File: src/rtl/wbuf_pkg.sv
package wbuf_pkg;
  localparam int WB_ENTRIES = 8;
  localparam int WB_LANES   = 2;
  localparam int WB_LANE_W  = 8;
  localparam int WB_COL_W   = 5;

  // flat slot number of a byte: lanes of a word are adjacent
  function automatic int byte_slot(input int entry, input int lane, input int lanes);
    return entry * lanes + lane;
  endfunction

  // a byte is sent when it holds fresh data and its lane is open
  function automatic logic byte_grant(input logic mask_bit, input logic lane_on);
    return (!mask_bit) && lane_on;
  endfunction
endpackage

File: src/rtl/wbuf_decode.sv
module wbuf_decode #(
  parameter int ENTRIES = wbuf_pkg::WB_ENTRIES,
  parameter int LANES   = wbuf_pkg::WB_LANES,
  localparam int AW     = $clog2(ENTRIES),
  localparam int NB     = ENTRIES * LANES
) (
  input  logic             wr_en,
  input  logic [AW-1:0]    wr_addr,
  input  logic [LANES-1:0] lane_en,
  output logic [NB-1:0]    hit,
  output logic             write_cmd,
  output logic             deselect
);
  assign write_cmd = wr_en && (|lane_en);
  assign deselect  = wr_en && !(|lane_en);

  for (genvar e = 0; e < ENTRIES; e++) begin : g_ent
    for (genvar l = 0; l < LANES; l++) begin : g_lane
      assign hit[wbuf_pkg::byte_slot(e, l, LANES)] =
        write_cmd && (wr_addr == AW'(e)) && lane_en[l];
    end
  end
endmodule

File: src/rtl/wbuf_store.sv
module wbuf_store #(
  parameter int ENTRIES = wbuf_pkg::WB_ENTRIES,
  parameter int LANES   = wbuf_pkg::WB_LANES,
  parameter int LANE_W  = wbuf_pkg::WB_LANE_W,
  localparam int NB     = ENTRIES * LANES,
  localparam int WW     = LANES * LANE_W
) (
  input  logic              clk,
  input  logic              rst_n,
  input  logic [NB-1:0]     hit,
  input  logic              xfer_en,
  input  logic [WW-1:0]     wr_data,
  output logic [NB*LANE_W-1:0] merged_data,
  output logic [NB-1:0]     merged_mask,
  output logic [NB*LANE_W-1:0] state_data,
  output logic [NB-1:0]     state_mask
);
  logic [NB-1:0] mask_q;

  for (genvar k = 0; k < NB; k++) begin : g_byte
    localparam int LN = k % LANES;
    logic [LANE_W-1:0] data_q;
    logic [LANE_W-1:0] data_nx;

    assign data_nx = hit[k] ? wr_data[LN*LANE_W +: LANE_W] : data_q;
    assign merged_data[k*LANE_W +: LANE_W] = data_nx;
    assign state_data[k*LANE_W +: LANE_W]  = data_q;
    assign merged_mask[k] = mask_q[k] && !hit[k];

    always_ff @(posedge clk or negedge rst_n) begin
      if (!rst_n) data_q <= '0;
      else        data_q <= data_nx;
    end
  end

  always_ff @(posedge clk or negedge rst_n) begin
    if (!rst_n)       mask_q <= '1;
    else if (xfer_en) mask_q <= '1;
    else              mask_q <= merged_mask;
  end

  assign state_mask = mask_q;

  // written bytes lose their mask when no transfer re-arms them
  a_r3_write_clears: assert property (@(posedge clk) disable iff (!rst_n)
    ((|hit) && !xfer_en) |=> ((mask_q & $past(hit)) == '0));

  // a transfer leaves every mask bit set
  a_r6_rearm_all: assert property (@(posedge clk) disable iff (!rst_n)
    xfer_en |=> (&mask_q));
endmodule

File: src/rtl/wbuf_xfer_out.sv
module wbuf_xfer_out #(
  parameter int ENTRIES = wbuf_pkg::WB_ENTRIES,
  parameter int LANES   = wbuf_pkg::WB_LANES,
  parameter int LANE_W  = wbuf_pkg::WB_LANE_W,
  parameter int COL_W   = wbuf_pkg::WB_COL_W,
  localparam int NB     = ENTRIES * LANES
) (
  input  logic                 clk,
  input  logic                 rst_n,
  input  logic                 xfer_en,
  input  logic [COL_W-1:0]     col_blk,
  input  logic [LANES-1:0]     lane_en,
  input  logic [NB*LANE_W-1:0] merged_data,
  input  logic [NB-1:0]        merged_mask,
  output logic                 dram_valid,
  output logic [COL_W-1:0]     dram_col,
  output logic [NB*LANE_W-1:0] dram_data,
  output logic [NB-1:0]        dram_be
);
  logic [NB-1:0] be_nx;

  for (genvar k = 0; k < NB; k++) begin : g_be
    assign be_nx[k] = wbuf_pkg::byte_grant(merged_mask[k], lane_en[k % LANES]);
  end

  always_ff @(posedge clk or negedge rst_n) begin
    if (!rst_n) begin
      dram_valid <= 1'b0;
      dram_col   <= '0;
      dram_data  <= '0;
      dram_be    <= '0;
    end else begin
      dram_valid <= xfer_en;
      if (xfer_en) begin
        dram_col  <= col_blk;
        dram_data <= merged_data;
        dram_be   <= be_nx;
      end
    end
  end

  // no enable may appear on a lane that the transfer closed
  a_r5_lane_gate: assert property (@(posedge clk) disable iff (!rst_n)
    xfer_en |=> ((dram_be & ~{ENTRIES{$past(lane_en)}}) == '0));

  // the strobe lasts one cycle per transfer command
  a_r4_single_strobe: assert property (@(posedge clk) disable iff (!rst_n)
    !xfer_en |=> !dram_valid);
endmodule

File: src/rtl/wbuf_xfer.sv
module wbuf_xfer #(
  parameter int ENTRIES = wbuf_pkg::WB_ENTRIES,
  parameter int LANES   = wbuf_pkg::WB_LANES,
  parameter int LANE_W  = wbuf_pkg::WB_LANE_W,
  parameter int COL_W   = wbuf_pkg::WB_COL_W,
  localparam int AW     = $clog2(ENTRIES),
  localparam int NB     = ENTRIES * LANES,
  localparam int WW     = LANES * LANE_W
) (
  input  logic                 clk,
  input  logic                 rst_n,
  input  logic                 wr_en,
  input  logic                 xfer_en,
  input  logic [AW-1:0]        wr_addr,
  input  logic [WW-1:0]        wr_data,
  input  logic [LANES-1:0]     lane_en,
  input  logic [COL_W-1:0]     col_blk,
  output logic                 dram_valid,
  output logic [COL_W-1:0]     dram_col,
  output logic [NB*LANE_W-1:0] dram_data,
  output logic [NB-1:0]        dram_be
);
  logic [NB-1:0]        hit;
  logic                 write_cmd;
  logic                 deselect;
  logic [NB*LANE_W-1:0] merged_data;
  logic [NB-1:0]        merged_mask;
  logic [NB*LANE_W-1:0] state_data;
  logic [NB-1:0]        state_mask;

  wbuf_decode #(.ENTRIES(ENTRIES), .LANES(LANES)) u_dec (
    .wr_en(wr_en), .wr_addr(wr_addr), .lane_en(lane_en),
    .hit(hit), .write_cmd(write_cmd), .deselect(deselect)
  );

  wbuf_store #(.ENTRIES(ENTRIES), .LANES(LANES), .LANE_W(LANE_W)) u_store (
    .clk(clk), .rst_n(rst_n), .hit(hit), .xfer_en(xfer_en), .wr_data(wr_data),
    .merged_data(merged_data), .merged_mask(merged_mask),
    .state_data(state_data), .state_mask(state_mask)
  );

  wbuf_xfer_out #(.ENTRIES(ENTRIES), .LANES(LANES), .LANE_W(LANE_W), .COL_W(COL_W)) u_out (
    .clk(clk), .rst_n(rst_n), .xfer_en(xfer_en), .col_blk(col_blk), .lane_en(lane_en),
    .merged_data(merged_data), .merged_mask(merged_mask),
    .dram_valid(dram_valid), .dram_col(dram_col), .dram_data(dram_data), .dram_be(dram_be)
  );

  // a deselect write leaves buffer and masks untouched
  a_r8_deselect_quiet: assert property (@(posedge clk) disable iff (!rst_n)
    (deselect && !xfer_en) |=> ($stable(state_data) && $stable(state_mask)));

  // bytes written alongside a transfer are enabled in it
  a_r7_merge_be: assert property (@(posedge clk) disable iff (!rst_n)
    (xfer_en && write_cmd) |=> ((dram_be & $past(hit)) == $past(hit)));

  // a stored byte equals the lane of the write data it came from
  a_r2_store_lane: assert property (@(posedge clk) disable iff (!rst_n)
    (write_cmd && lane_en[0]) |=>
      (state_data[($past(wr_addr)*LANES)*LANE_W +: LANE_W] == $past(wr_data[LANE_W-1:0])));
endmodule

File: config.mk
export PLATFORM = sky130hd
export DESIGN_NAME = wbuf_xfer
export DESIGN_NICKNAME = d
export VERILOG_FILES = /design/src/rtl/wbuf_pkg.sv /design/src/rtl/wbuf_decode.sv /design/src/rtl/wbuf_store.sv /design/src/rtl/wbuf_xfer_out.sv /design/src/rtl/wbuf_xfer.sv
export SDC_FILE = /design/constraint.sdc
export NUM_CORES = 1
export LEC_CHECK = 0
export CAP_MARGIN = 20
export CORE_MARGIN = 8
export CORE_UTILIZATION = 35
export DETAILED_ROUTE_END_ITERATION = 10
export DONT_BUFFER_PORTS = 1
export GPL_ROUTABILITY_DRIVEN = 1
export RECOVER_POWER = 50
export SLEW_MARGIN = 15
export SYNTH_ARGS = -nofsm -noshare
export SYNTH_HDL_FRONTEND = slang
export SYNTH_SLANG_ARGS = --single-unit
File: constraint.sdc
create_clock -name clk -period 1.2 [get_ports clk]
set_clock_uncertainty 0.2 [all_clocks]
set_input_delay 0.12 -clock clk [delete_from_list [all_inputs] [get_ports clk]]
set_output_delay 0.12 -clock clk [all_outputs]
set_load 0.05 [all_outputs]
==> flow_metrics.tcl, run 1 <==
set metrics [dict create \
    comb_power_share_pct 23.6 \
    p_sw_share_pct 30.9 \
    drive_gt1_share_pct 29.7 \
    syn_area_um2 11600 \
    worstPathArrival_ns 1.11 \
    synth_top_area_cell "dfrtp_1" \
    ys_seq_elements 294 \
    ys.flop_type "dfrtp_1" \
    io_buffers 0 \
    rr_worst_depth 3 \
    fin_cells 1829 \
    synth_compound_area_share_pct 14.7 \
    core_um2 32500 \
    synth_area_per_cell_um2 10.2 \
    synth_cells 1135 \
    vias_per_cell 5.19 \
    grt_pass1_vias 9535 \
    cts.sinks 294 \
    clockPowerShare_pct 35.9 \
    yosys-top-cells-area "dfrtp_1 (60%), a31oi_1 (6.9%), o21ai_0 (5.4%), nand2_1 (5.4%), nor2_1 (4.7%)" \
    ys_warn_count 0 \
    die_area_um2 39100 \
    ys_types 31 \
    grtUsageTotal_pct 17.3 \
    crit_path_top_delay_cell "dfrtp_1" \
    total_power_mw 30.6 \
    violations "hold timing, setup timing" \
    wl_per_cell_um 18.9 \
    internal_power_mw 21.2 \
    htree_levels 2 \
    setup_violations 157 \
    synth_top_area_share_pct 60.1 \
    crit_type "register to output pin" \
    cts_buffer_depth 3 \
    critPathRequiredTime_ns 0.88 \
    pre_cts_ws_ns -0.164 \
    worst_pin_slew_ns 0.695 \
    grt_first_pass_wirelength_um 54400 \
    reg2reg_to "u_out.dram_col[1]" \
    die_width_um 198 \
    yosysMostFrequentCell "dfrtp_1" \
    critPathLaunchType "register" \
    worst_setup_path_end_kind "output pin" \
    final_util_pct 49.9 \
    synth_edf_count 0 \
    core.rowCount 66 \
    cpPeakStageDelay_ns 0.42 \
    maxCapViolCount 0 \
    rr_startpoint "u_out.dram_col[1]" \
    path_cells "buf_6" \
    synth-simple-area-share_pct 16.7 \
    relSlewSlack_pct 53.6 \
    syn2layout_area_growth_pct 40.3 \
    rsz0062_at_grt "yes" \
    p_sw_mw 9.47 \
    clkLatencyLatePin_ns 0.50 \
    ioPinCount 180 \
    syn_nets 1165 \
    yosysSeqAreaShare_pct 63.7 \
    hold_viol 583 \
    synthXorXnorAreaFrac_pct 0 \
    irDropWorstVdd_mv 1.07 \
    cellPowerDensity_nw_per_um2 1890 \
    finalCritPeriodShare_pct 119 \
    cts_buffers 35 \
    final.min_clock_period_ns 1.43 \
    overflow 0 \
    antenna_found_initial 3 \
    drc 0 \
    wl_um 34500 \
    dpl.hpwl_um 20800 \
    chipHeight_um 198 \
    power_frac_seq_pct 40.4 \
    critPathBufInv 1 \
    cpLargestDelayFamily "flip-flops" \
    cts_tree "yes" \
    status "complete, but fails checks" \
    num_vias 9488 \
    synth.top_cells.by_count "dfrtp_1 (278), nand2_1 (168), nor2_1 (144)" \
    area.sequential_um2 7380 \
    fin_nets 1390 \
    clk_pin_slew_ns 0.06 \
    fin_ws_ns -0.229 \
    start_util_pct 35.6 \
    synthAdderAreaFrac_pct 0 \
    drv_slew 0 \
    cts_root_buf "clkbuf_16" \
    grt_max_degree 313 \
    hold_slack_ns -0.884 \
    fmaxAchievable_ghz 0.700 \
    hp-class "input pin to asynchronous set/reset pin" \
    placedCellCount 1663 \
    drt_iter0_markers 714 \
    gp_congestion 0.760 \
    leakage_nw 7.51 \
    nFillCells 2965 \
    synthMuxAreaShare_pct 0.486 \
    async_reset_ff_share_pct 100 \
    synth_top_family_by_area "simple AND/OR/NAND/NOR gates" \
    r2r_setup_slack_ns -0.01 \
    path_max_fanout 2 \
    drt_first_pass_iters 5 \
    multiInputGateArea_um2 3990 \
    antenna_left 0 \
]
per-stage QoR:
stage / hold WS, ns / setup TNS, ns / instance area [um^2]
2_1_floorplan: -0.376 / -2.72 / 12000
3_3_place_gp: -0.362 / -2.61 / 13500
3_5_place_dp: -0.365 / -3.87 / 13500
4_1_cts: -0.901 / -31.47 / 15900
5_1_grt: -0.917 / -33.27 / 16200
6_report: -0.884 / -26.39 / 16200
worst reg2reg max path, cell delays in order (launching register included):
cell,delay [ns]
dfrtp_1,0.38
buf_4,0.14
buf_4,0.12
mux2_2,0.26
kinds of logic after synthesis:
family / Yosys count
AOI/OAI and AO/OA: 288
buffers and inverters: 101
DFF: 294
muxes: 5
and+or+nand+nor: 447
repair_timing:
action	in CTS	in global routing
resized for setup	150	28
buffers inserted	40	29
endpoints found under the hold margin	588	577
hold buffers	27	8
setup endpoints to repair	150	243
power by group through the flow:
stage,Sequential (mW),Clock [mW],Combinational (mW)
finish,12.4,11.0,7.24
global route,12.5,11.7,7.76
global placement,12.4,0,6.05
floorplan,14.7,0,2.10
detailed placement,12.4,0,6.16
CTS,12.4,11.3,7.08
routing by layer:
layer | vias up | wire (um) | GRT usage, %
met3 | 39 | 2260 | 4.02
met4 | 0 | 544 | 4.12
li1 | 4443 | - | -
met1 | 4707 | 15100 | 22.9
met2 | 299 | 16700 | 28.4
met5 | - | 0 | 0
state kept, by name, indices dropped and copies added (netlist names):
register               cells
u_out.dram_be             16
u_out.dram_valid           1
u_store.g_byte.data_q    128
u_store.state_mask        16
u_out.dram_data          128
u_out.dram_col             5
final cells by class:
class	count	share of cell area, %
sequential	294	45.4
multi-input combinational	740	24.6
timing repair buffer	289	19.1
clock buffer	48	6.32
tap	442	3.40
clock inverter	13	1.12
antenna	3	0.0462
cells in the final DEF, fill, tap and decap left out, types with 3 or more instances in the layout:
cell type / n
a21o_1: 16
a311oi_1: 16
a31oi_1: 127
and3_1: 3
and3_2: 4
buf_12: 20
buf_4: 86
buf_6: 150
bufinv_16: 4
clkbuf_1: 5
clkbuf_16: 37
clkbuf_8: 6
clkinv_2: 4
dfrtp_1: 278
dfstp_2: 16
diode_2: 3
dlygate4sd3_1: 18
dlymetal6s4s_1: 14
mux2_2: 5
nand2_1: 164
nand2_2: 4
nand3_1: 63
nand3_2: 29
nand3b_1: 3
nand4_1: 16
nor2_1: 144
o21ai_0: 76
o21ai_1: 22
o21ai_2: 30
worst max-delay path by stage:
stage | from | endpoint | slack, ns | cells after the start
2_1_floorplan | wr_addr[0] | u_out.dram_data[73] | -0.07 | 5
3_3_place_gp | wr_addr[2] | u_out.dram_data[14] | -0.14 | 4
3_5_place_dp | wr_addr[2] | u_out.dram_data[40] | -0.16 | 3
4_1_cts | u_out.dram_data[111] | dram_data[111] | -0.24 | 1
5_1_grt | u_out.dram_data[15] | dram_data[15] | -0.27 | 1
6_report | u_out.dram_data[67] | dram_data[67] | -0.23 | 1
(Power assumes the default switching activity.)
==> run 2: changes to the inputs <==
--- a/config.mk
+++ b/config.mk
@@ -10,7 +10,7 @@
 export CORE_UTILIZATION = 35
 export DETAILED_ROUTE_END_ITERATION = 10
 export DONT_BUFFER_PORTS = 1
-export GPL_ROUTABILITY_DRIVEN = 1
+export GPL_ROUTABILITY_DRIVEN = 0
 export RECOVER_POWER = 50
 export SLEW_MARGIN = 15
 export SYNTH_ARGS = -nofsm -noshare
==> results of run 2 <==
Final layout, timing and power as in run 1 (identical DEF).
